===== config.mk =====
export PLATFORM = sky130hd
export DESIGN_NAME = dsamp_lane_fmt
export DESIGN_NICKNAME = d
export VERILOG_FILES = /design/src/rtl/dsamp_lane_fmt_pkg.sv /design/src/rtl/dsamp_frame_timer.sv /design/src/rtl/dsamp_sample_capture.sv /design/src/rtl/dsamp_lane_packer.sv /design/src/rtl/dsamp_lane_fmt.sv
export SDC_FILE = /design/constraint.sdc
export NUM_CORES = 1
export LEC_CHECK = 0
export CORE_ASPECT_RATIO = 1.1
export CORE_UTILIZATION = 60
export DETAILED_ROUTE_END_ITERATION = 7
export GPL_TIMING_DRIVEN = 0
export PLACE_DENSITY = 0.79
export SYNTH_ARGS = -nofsm -noshare
export SYNTH_HDL_FRONTEND = slang
export SYNTH_HIERARCHICAL = 1
export SYNTH_SLANG_ARGS = --single-unit

===== constraint.sdc =====
create_clock -name clk -period 5.9 [get_ports clk]
set_input_delay 1.18 -clock clk [delete_from_list [all_inputs] [get_ports clk]]
set_output_delay 1.18 -clock clk [all_outputs]
set_load 0.01 [all_outputs]

===== src/rtl/dsamp_lane_fmt_pkg.sv =====
package dsamp_lane_fmt_pkg;

    parameter int SAMP_W = 18;
    localparam int FW    = 4 * SAMP_W;
    localparam int CNT_W = $clog2(FW + 1);

    typedef enum logic [1:0] {
        LM_TWO  = 2'd0,
        LM_ONE  = 2'd1,
        LM_HALF = 2'd2
    } lane_mode_e;

    typedef struct packed {
        logic       cplx;
        lane_mode_e lanes;
    } fmt_t;

    typedef struct packed {
        logic [SAMP_W-1:0] a_i;
        logic [SAMP_W-1:0] a_q;
        logic [SAMP_W-1:0] b_i;
        logic [SAMP_W-1:0] b_q;
    } smp_t;

    function automatic lane_mode_e lane_decode(input logic [1:0] code);
        case (code)
            2'd0:    return LM_TWO;
            2'd1:    return LM_ONE;
            default: return LM_HALF;
        endcase
    endfunction

    function automatic logic [CNT_W-1:0] frame_len(input fmt_t f);
        int n;
        if (f.cplx) begin
            case (f.lanes)
                LM_TWO:  n = SAMP_W;
                LM_ONE:  n = 2 * SAMP_W;
                default: n = 4 * SAMP_W;
            endcase
        end else begin
            case (f.lanes)
                LM_HALF: n = 2 * SAMP_W;
                default: n = SAMP_W;
            endcase
        end
        return CNT_W'(n);
    endfunction

endpackage


===== src/rtl/dsamp_frame_timer.sv =====
module dsamp_frame_timer
    import dsamp_lane_fmt_pkg::*;
(
    input  logic             clk,
    input  logic             rst,
    input  logic [CNT_W-1:0] len,
    output logic             last,
    output logic             frame_o,
    output logic             dclk_o
);

    logic [CNT_W-1:0] cnt;

    assign last    = (cnt == len - CNT_W'(1));
    assign frame_o = (cnt < (len >> 1));

    always_ff @(posedge clk) begin
        if (rst) begin
            cnt    <= '0;
            dclk_o <= 1'b0;
        end else begin
            cnt    <= last ? '0 : cnt + CNT_W'(1);
            dclk_o <= ~dclk_o;
        end
    end

    AST_DCLK_TOGGLE: assert property (@(posedge clk) disable iff (rst)
        !$past(rst) |-> (dclk_o != $past(dclk_o)));

    AST_CNT_RANGE: assert property (@(posedge clk) disable iff (rst)
        cnt < len);

    AST_STB_START: assert property (@(posedge clk) disable iff (rst)
        last |=> frame_o);

endmodule


===== src/rtl/dsamp_sample_capture.sv =====
module dsamp_sample_capture
    import dsamp_lane_fmt_pkg::*;
(
    input  logic clk,
    input  logic rst,
    input  logic in_valid,
    input  smp_t in_smp,
    input  logic load,
    output smp_t slot0,
    output smp_t slot1
);

    logic ptr;

    always_ff @(posedge clk) begin
        if (rst) begin
            slot0 <= '0;
            slot1 <= '0;
            ptr   <= 1'b0;
        end else begin
            if (in_valid) begin
                if (load || !ptr) slot0 <= in_smp;
                else              slot1 <= in_smp;
            end
            ptr <= load ? in_valid : (ptr | in_valid);
        end
    end

    AST_SLOT0_KEEP: assert property (@(posedge clk) disable iff (rst)
        (!load && ptr) |=> $stable(slot0));

    AST_SLOT1_KEEP: assert property (@(posedge clk) disable iff (rst)
        !in_valid |=> $stable(slot1));

endmodule


===== src/rtl/dsamp_lane_packer.sv =====
module dsamp_lane_packer
    import dsamp_lane_fmt_pkg::*;
(
    input  fmt_t              fmt,
    input  smp_t              s0,
    input  smp_t              s1,
    output logic [3:0][FW-1:0] words
);

    localparam int PAD1 = FW - SAMP_W;
    localparam int PAD2 = FW - 2 * SAMP_W;

    // word index: 0 = A lane 0, 1 = A lane 1, 2 = B lane 0, 3 = B lane 1
    always_comb begin
        words = '0;
        if (fmt.cplx) begin
            case (fmt.lanes)
                LM_TWO: begin
                    words[0] = {s0.a_i, {PAD1{1'b0}}};
                    words[1] = {s0.a_q, {PAD1{1'b0}}};
                    words[2] = {s0.b_i, {PAD1{1'b0}}};
                    words[3] = {s0.b_q, {PAD1{1'b0}}};
                end
                LM_ONE: begin
                    words[0] = {s0.a_i, s0.a_q, {PAD2{1'b0}}};
                    words[2] = {s0.b_i, s0.b_q, {PAD2{1'b0}}};
                end
                default: words[0] = {s0.a_i, s0.b_i, s0.a_q, s0.b_q};
            endcase
        end else begin
            case (fmt.lanes)
                LM_TWO: begin
                    words[0] = {s0.a_i, {PAD1{1'b0}}};
                    words[1] = {s1.a_i, {PAD1{1'b0}}};
                    words[2] = {s0.b_i, {PAD1{1'b0}}};
                    words[3] = {s1.b_i, {PAD1{1'b0}}};
                end
                LM_ONE: begin
                    words[0] = {s0.a_i, {PAD1{1'b0}}};
                    words[2] = {s0.b_i, {PAD1{1'b0}}};
                end
                default: words[0] = {s0.a_i, s0.b_i, {PAD2{1'b0}}};
            endcase
        end
    end

endmodule


===== src/rtl/dsamp_lane_fmt.sv =====
module dsamp_lane_fmt
    import dsamp_lane_fmt_pkg::*;
(
    input  logic              clk,
    input  logic              rst,
    input  logic              in_valid,
    input  logic [SAMP_W-1:0] in_a_i,
    input  logic [SAMP_W-1:0] in_a_q,
    input  logic [SAMP_W-1:0] in_b_i,
    input  logic [SAMP_W-1:0] in_b_q,
    input  logic              cfg_cplx,
    input  logic [1:0]        cfg_lanes,
    output logic [1:0]        lane_a_o,
    output logic [1:0]        lane_b_o,
    output logic              frame_o,
    output logic              dclk_o
);

    localparam int NLANE = 4;

    fmt_t                   fmt_in, fmt_q;
    smp_t                   in_smp, slot0, slot1;
    logic                   last;
    logic [NLANE-1:0][FW-1:0] packed_w;
    logic [NLANE-1:0][FW-1:0] shreg;

    assign fmt_in.cplx  = cfg_cplx;
    assign fmt_in.lanes = lane_decode(cfg_lanes);
    assign in_smp       = '{a_i: in_a_i, a_q: in_a_q, b_i: in_b_i, b_q: in_b_q};

    always_ff @(posedge clk) begin
        if (rst)       fmt_q <= '{cplx: 1'b1, lanes: LM_TWO};
        else if (last) fmt_q <= fmt_in;
    end

    dsamp_frame_timer u_timer (
        .clk     (clk),
        .rst     (rst),
        .len     (frame_len(fmt_q)),
        .last    (last),
        .frame_o (frame_o),
        .dclk_o  (dclk_o)
    );

    dsamp_sample_capture u_capture (
        .clk      (clk),
        .rst      (rst),
        .in_valid (in_valid),
        .in_smp   (in_smp),
        .load     (last),
        .slot0    (slot0),
        .slot1    (slot1)
    );

    dsamp_lane_packer u_packer (
        .fmt   (fmt_in),
        .s0    (slot0),
        .s1    (slot1),
        .words (packed_w)
    );

    for (genvar g = 0; g < NLANE; g++) begin : g_lane
        always_ff @(posedge clk) begin
            if (rst)       shreg[g] <= '0;
            else if (last) shreg[g] <= packed_w[g];
            else           shreg[g] <= {shreg[g][FW-2:0], 1'b0};
        end
    end

    assign lane_a_o = {shreg[1][FW-1], shreg[0][FW-1]};
    assign lane_b_o = {shreg[3][FW-1], shreg[2][FW-1]};

    AST_MODE_HOLD: assert property (@(posedge clk) disable iff (rst)
        !last |=> $stable(fmt_q));

    AST_LANE1_IDLE: assert property (@(posedge clk) disable iff (rst)
        (fmt_q.lanes != LM_TWO) |-> (lane_a_o[1] == 1'b0 && lane_b_o[1] == 1'b0));

    AST_HALF_IDLE: assert property (@(posedge clk) disable iff (rst)
        (fmt_q.lanes == LM_HALF) |-> (lane_b_o == 2'b00));

endmodule


# Word level (Yosys, flattened, before mapping)
# Cells that the tools add are included.
[word_totals]
ram_bits = 0
rom_bits = 0
reg_bits = 408
mem_count = 0
elab_cells = 59
out_inout_bits = 6
latch_bits = 0
[op_classes]
div = 0
eq_ne = 5
add_sub_neg = 2
n_reduce_logical = 10
n_shift = 0
n_lt_le_gt_ge = 1
bitwise_logic = 4
n_mux = 18
n_mul = 0
[ops]
columns = ["operator", "count"]
rows = [
  ["72-bit two-way mux", 9],
  ["288-bit two-way mux", 1],
  ["72-bit one-hot mux with 2 select lines", 1],
  ["54-bit one-hot mux with 2 select lines", 1],
  ["54-bit two-way mux", 1],
  ["7-bit one-hot mux with 2 select lines", 1],
  ["7-bit by 1-bit adder with 7-bit output (second input constant)", 1],
  ["7-bit == test", 1],
  ["7-bit by 6-bit < comparator with 1-bit output", 1],
  ["7-bit two-way mux", 1],
  ["7-bit by 1-bit subtractor with 7-bit output (second input constant)", 1],
  ["2-bit by 1-bit == test with 1-bit output (second input constant)", 3],
  ["2-bit zero test", 3],
  ["6-bit two-way mux", 1],
  ["2-bit OR reduction", 3],
  ["2-bit one-hot mux with 2 select lines", 1],
  ["2-bit AND reduction", 2],
  ["1-bit NOT", 3],
  ["2-bit == test (second input constant)", 1],
  ["1-bit zero test", 1],
  ["1-bit logical OR", 1],
  ["1-bit two-way mux", 1],
  ["1-bit bitwise OR", 1],
]

# Depth between registers and ports, before layout
# Gate-level depths: netlist of run 1.
[logic_depth]
depth_word = 8
depth_mapped = 14
depth_no_buf = 11

# Modules after synthesis
# Netlist of run 1, hierarchy kept.
[modules_own_cells]
columns = ["mod", "cells_each", "area_per_inst_um2", "instances"]
rows = [
  ["dsamp_lane_fmt", 946, 10403.7, 1],
  ["dsamp_sample_capture", 646, 6179.7, 1],
  ["dsamp_lane_packer", 391, 2676.3, 1],
  ["dsamp_frame_timer", 79, 675.6, 1],
]

# Worst setup path after synthesis of run 1
# Ideal clock, no wire load.
[synth_path]
kind = "register to output"
startpoint = "reg fmt_q[0] in the netlist's numbering"
endpoint = "out frame_o"
stages_incl_launch_ff = 9
setup_slack_ns = 2.485
t_arrival_ns = 2.235
cell_sequence = "dfxtp_1 nand2b_1 o21ai_0 inv_1 ha_1 a21o_1 a21o_1 a211oi_1 o21a_1"
[synth_between]
elab_chain_len = 4
elab_cells_between_ends = 7
classes_between = "1 x order compare; 2 x eq/ne; 3 x mux; 1 x reduce/logical"
[synth_rtl]
columns = ["item", "line", "source"]
rows = [
  ["from (decl)", "dsamp_lane_fmt.sv:21", "fmt_t fmt_in, fmt_q;"],
  ["from (signal assigned)", "dsamp_lane_fmt.sv:32", "if (rst) fmt_q <= '{cplx: 1'b1, lanes: LM_TWO};"],
  ["from (signal assigned)", "dsamp_lane_fmt.sv:33", "else if (last) fmt_q <= fmt_in;"],
  ["2-bit by 1-bit == test with 1-bit output (tied with other cells)", "dsamp_lane_fmt_pkg.sv:36", "case (f.lanes)"],
  ["7-bit one-hot mux with 2 select lines or 6-bit two-way mux (tied branches)", "dsamp_lane_fmt_pkg.sv:36, dsamp_lane_fmt_pkg.sv:42", ""],
  ["7-bit two-way mux (*)", "dsamp_lane_fmt_pkg.sv:35", "if (f.cplx) begin"],
  ["7-bit by 6-bit < comparator with 1-bit output (*)", "dsamp_frame_timer.sv:15", "assign frame_o = (cnt < (len >> 1));"],
  ["to (decl)", "dsamp_lane_fmt.sv:15", "output logic frame_o,"],
]
# Every way passes the cells marked *; elsewhere a longest branch is shown, timed or not.

# Final worst setup path of run 1
# Same ends and word-level chain as after synthesis.

==> results of run 1 <==
[where the power goes]
part | switching [uW] | internal [uW] | leakage (uW)
Clock | 1090 | 1680 | 0.000721
Combinational | 322 | 303 | 0.00469
Sequential | 61.3 | 2820 | 0.00330
Total | 1470 | 4800 | 0.00871
[sequential cells by signal, indices dropped and copies added, names as in the netlist]
register / flops
u_timer/cnt: 7
u_timer/dclk_o: 1
shreg: 284
u_capture/slot0: 72
lane_a_o: 2
lane_b_o: 2
u_capture/slot1: 36
fmt_q: 3
u_capture/ptr: 1
[metrics by stage]
step                      utilization  cell area [um^2]
after floorplan                     -             19300
after global placement          0.675             20600
after detailed placement        0.675             20600
after CTS                       0.722             22100
after global routing            0.722             22100
final                           0.722             22100
[path summary, 6_finish.rpt]
kind	start	end	slack, ns
max	fmt_q[0]$_SDFFE_PP0P_	frame_o	1.06
min	u_timer/dclk_o$_SDFF_PP0_	u_timer/dclk_o$_SDFF_PP0_	0.43
max reg2reg	fmt_q[0]$_SDFFE_PP0P_	shreg[89]$_SDFF_PP0_	1.53
min reg2reg	u_timer/dclk_o$_SDFF_PP0_	u_timer/dclk_o$_SDFF_PP0_	0.43
[metal layers]
metal,vias to the layer above,routed length (um),share of wire
met4,0,930,0.022
met1,6328,18700,0.44
li1,6595,-,-
met5,-,0,0
met2,377,20100,0.48
met3,74,2300,0.055
[area by class of cell]
type	instances	area, um^2
clock buffers	60	1240
multi-input cells	1322	8710
fillers	2326	8500
inverters	11	41.3
well taps	414	518
flip-flops and latches	408	8170
plain buffers	320	2380
clock inverters	16	215
repair buffers	83	831
==> reports/qor.yml, run 1 <==
cpMostUsedCell: "a21o_1"
grt_pass1_vias: 13300
tightest_slew_ns: 1.28
worst_setup_path_start_kind: "flop"
root_buffer: "clkbuf_16"
port_buffers: 83
ant_nets: 0
cts_tree: "built"
antenna_found_initial: 0
fin_ws_ns: 1.06
wirelength_um: 42000
total_power_uw: 6270
vias_per_cell: 5.08
leakagePower_uw: 0.00871
post_drt_wl_per_cell_um: 15.9
die_y_um: 187
cp_slowest_cell: "o21ai_0"
dp_hpwl_um: 29600
top_usage_layer: "met2"
met1_usage: 0.352
cts_resized: 0
nNetsFinal: 2273
cts.reportedPaths.clkPinSlew_ns: 0.06
max_freq_mhz: 206
hold_ws_ns: 0.428
fin_setup_tns_ns: 0
cp.depth: 9
clock_sinks: 408
clockBufferDepth: 3
slowest_delay_ns: 0.90
drv_slew: 0
setup_violations: 0
post-route-period-util: 0.821
first_pass_iters: 6
maxCapViolCount: 0
grt-ovfl-total: 0
grt_start_max_net_pins: 15
areaGrowthSynthToFinish_pct: 17.9
gp_congestion: 0.886
cp_cell_sequence: "nand2b_1 > o21ai_0 > inv_1 > ha_1 > a21o_1 > a21o_1 > a211oi_1 > o21a_1 > clkdlybuf4s50_1"
ioPinCount: 84
status: "completed"
cts_buffers: 42
core_um2: 30600
clk_latency_ns: 0.54
critPathBufInv: 2
finalClockSkew_ns: 0.0213
grt.total_usage: 0.267
final_common_cell: "dfxtp_1"
final_cell_mix: "dfxtp_1, nor2_1, mux2i_1, buf_4, conb_1"
hold_viol: 0
peakVddDrop_mv: 0.241
htreeDepth: 2
grt_pass1_wl_um: 67700
ys_warn_count: 6
drive_gt1_frac: 0.222
initialDrtViolationCount: 974
hold_depth: 1
start_util: 0.613
power.density_nw_per_um2: 284
avgSynthCellArea_um2: 9.79
arrival_ns: 3.66
dp_cells: 2558
reg2reg_depth: 12
cts_hold_buf: 0
grt_use_met2: 0.456
die_w_um: 171
crit_type: "flop to output pin"
dieArea_um2: 32000
hp-class: "flop to flop"
stdcell_count: 2634
worstPathRequired_ns: 4.72
cp_top_family: "compound AO/OA/AOI/OAI gates"
crit_fanout: 10
place_ws_ns: 1.57
endpoint_kind: "output pin"
drc: 0
vias: 13400
min_period_ns: 4.84
netlist_instances: 1915
rsz0062_at_grt: "false"
num_antenna_cells: 0
post_cts_buffers: 0
rows: 67
max_slew_margin: 0.137
netlist_area_um2: 18800
grt_use_met3: 0.0381
No activity file was read; power rests on OpenSTA's default activity.
==> run 2, diff against run 1 <==
==> constraint.sdc (replaced) <==
create_clock -name clk -period 5 [get_ports clk]
set_input_delay 1 -clock clk [delete_from_list [all_inputs] [get_ports clk]]
set_output_delay 1 -clock clk [all_outputs]
set_load 0.01 [all_outputs]
==> results of run 2 <==
Same layout as run 1 (identical final DEF). Status: completed.
Main changes from that run: setup slack after placement 1.57 ns -> 0.675 ns; setup slack after layout 1.06 ns -> 0.337 ns; register-to-register setup slack 1.53 ns -> 0.63 ns; total power 6270 uW -> 7400 uW; worst IR drop on VDD 0.241 mV -> 0.284 mV
==> run 3, diff against run 2 <==
--- a/config.mk
+++ b/config.mk
@@ -9,6 +9,7 @@
 export CORE_UTILIZATION = 60
 export DETAILED_ROUTE_END_ITERATION = 7
 export GPL_TIMING_DRIVEN = 0
+export MAX_ROUTING_LAYER = met4
 export PLACE_DENSITY = 0.79
 export SYNTH_ARGS = -nofsm -noshare
 export SYNTH_HDL_FRONTEND = slang
==> run 3 against run 2 <==
Combinational power decreased by 0.5%. Fmax down 0.68%. Via count shrank 0.30%. Final area decreased by 0.17%. Worst hold slack got worse by 0.0096 ns. Critical path type unchanged. Largest power group unchanged. Highest routed layer unchanged.
==> reports/qor.yml, run 3 (synthesis gave the netlist of run 1 again) <==
cp.depth: 9
final_common_cell: "dfxtp_1"
top_usage_layer: "met2"
hold_viol: 0
post_drt_wl_per_cell_um: 15.5
max_freq_mhz: 213
die_y_um: 187
critPathBufInv: 2
grt_use_met3: 0.0499
initialDrtViolationCount: 1004
post_cts_buffers: 0
startpoint: "fmt_q[0]$_SDFFE_PP0P_"
first_pass_iters: 5
maxCapViolCount: 0
met1_usage: 0.335
dieArea_um2: 32000
top_register: "shreg"
port_buffers: 83
rsz0062_at_grt: "false"
root_buffer: "clkbuf_16"
grt_use_met2: 0.436
leakagePower_uw: 0.00869
gp_congestion: 0.897
cp_cell_sequence: "nand2b_1 > o21ai_0 > inv_1 > ha_1 > a21o_1 > a21o_1 > a211oi_1 > o21a_1 > clkdlybuf4s50_1"
drive_gt1_frac: 0.221
grt.total_usage: 0.267
fin_ws_ns: 0.305
grt_pass1_wl_um: 65900
clock_sinks: 408
core_um2: 30600
fin_setup_tns_ns: 0
vias_per_cell: 5.07
power.density_nw_per_um2: 332
ant_nets: 0
vias: 13300
cp_slowest_cell: "o21ai_0"
status: "completed"
drc: 0
die_w_um: 171
crit_type: "flop to output pin"
cts.reportedPaths.clkPinSlew_ns: 0.06
setup_violations: 0
cts_hold_buf: 0
min_period_ns: 4.69
cts_tree: "built"
r2r_start: "fmt_q[0]$_SDFFE_PP0P_"
areaGrowthSynthToFinish_pct: 17.7
crit_fanout: 10
drv_slew: 0
largestRegisters: "shreg: 284 flops, u_capture/slot0: 72 flops, u_capture/slot1: 36 flops"
post-route-period-util: 0.939
endpoint: "frame_o"
r2r_end: "shreg[89]$_SDFF_PP0_"
cts_resized: 0
hp-class: "flop to flop"
cts_buffers: 41
ioPinCount: 84
final_cell_mix: "dfxtp_1, nor2_1, mux2i_1, buf_4, conb_1"
grt-ovfl-total: 0
antenna_found_initial: 0
fillerInstances: 2297
worstPathRequired_ns: 4.00
clk_latency_ns: 0.54
reg2reg_depth: 12
rows: 67
finalClockSkew_ns: 0.0190
hold_depth: 1
num_antenna_cells: 0
clockBufferDepth: 3
worst_setup_path_start_kind: "flop"
max_slew_margin: 0.167
grt_pass1_vias: 13200
r2r_setup_slack_ns: 0.64
slowest_delay_ns: 0.89
dp_hpwl_um: 29200
cpMostUsedCell: "a21o_1"
wirelength_um: 40900
start_util: 0.613
peakVddDrop_mv: 0.310
endpoint_kind: "output pin"
cp_top_family: "compound AO/OA/AOI/OAI gates"
largest_reg_flops: 284
place_ws_ns: 0.618
htreeDepth: 2
arrival_ns: 3.69
tightest_slew_ns: 1.24
nNetsFinal: 2272
grt_start_max_net_pins: 15
==> run 3: changes by cell type in the layout (fill, tap and decap cells not counted) <==
cell / before / now
clkinv_4: 1 / 0
clkbuf_8: 10 / 7
clkinv_2: 8 / 9
clkinvlp_4: 1 / 2
==> run 3: stage by stage <==
| step | hold slack [ns] | total power (uW) | instances | utilization | cell area [um^2] |
|---|---|---|---|---|---|
| after floorplan | 0.434 | 3960 | 2061 | - | 19300 |
| after global placement | 0.403 | 4170 | 2558 | 0.675 | 20600 |
| after detailed placement | 0.412 | 4180 | 2558 | 0.675 | 20600 |
| after CTS | 0.423 | 7370 | 2632 | 0.721 | 22100 |
| after global routing | 0.443 | 7590 | 2632 | 0.721 | 22100 |
| final | 0.419 | 7330 | 2632 | 0.721 | 22100 |
==> run 3: layout make-up <==
cell class / count / area [um^2] / area share
Sequential cell: 408 / 8170 / 0.370
Timing Repair Buffer: 83 / 831 / 0.0377
Clock buffer: 57 / 1200 / 0.0543
Buffer: 320 / 2380 / 0.108
Tap cell: 414 / 518 / 0.0235
Inverter: 11 / 41.3 / 0.00187
Clock inverter: 17 / 219 / 0.00992
Multi-Input combinational cell: 1322 / 8710 / 0.395
==> run 3: how the worst min path moves through the flow <==
stage                                  endpoint                              from  slack, ns
2_1_floorplan  u_capture/slot1[18]$_SDFFE_PP0P_  u_capture/slot1[18]$_SDFFE_PP0P_       0.43
3_3_place_gp          u_timer/dclk_o$_SDFF_PP0_         u_timer/dclk_o$_SDFF_PP0_       0.40
3_5_place_dp          u_timer/dclk_o$_SDFF_PP0_         u_timer/dclk_o$_SDFF_PP0_       0.41
4_1_cts               u_timer/dclk_o$_SDFF_PP0_         u_timer/dclk_o$_SDFF_PP0_       0.42
5_1_grt               u_timer/dclk_o$_SDFF_PP0_         u_timer/dclk_o$_SDFF_PP0_       0.44
6_report              u_timer/dclk_o$_SDFF_PP0_         u_timer/dclk_o$_SDFF_PP0_       0.42
==> run 3: report_power, final <==
part	switching, uW	internal, uW	total (uW)
Clock	1260	1940	3200
Sequential	72.6	3320	3400
Combinational	376	357	733
Total	1710	5620	7330
==> run 3: layer usage <==
layer,up-vias,part of all wire
li1,6589,-
met1,6284,0.44
met2,383,0.47
met3,78,0.066
met4,0,0.026
met5,-,0
==> run 3: worst reg2reg max path, delay by kind of cell (launching register included) <==
family                   cells  cell delay, ns
AO/OA/AOI/OAI                3            1.71
buffers and inverters        4            0.89
multiplexers                 1            0.56
flip-flops                   1            0.38
adder cells (fa/ha/maj)      1            0.33
AND/OR/NAND/NOR              2            0.22
XOR/XNOR                     1            0.14
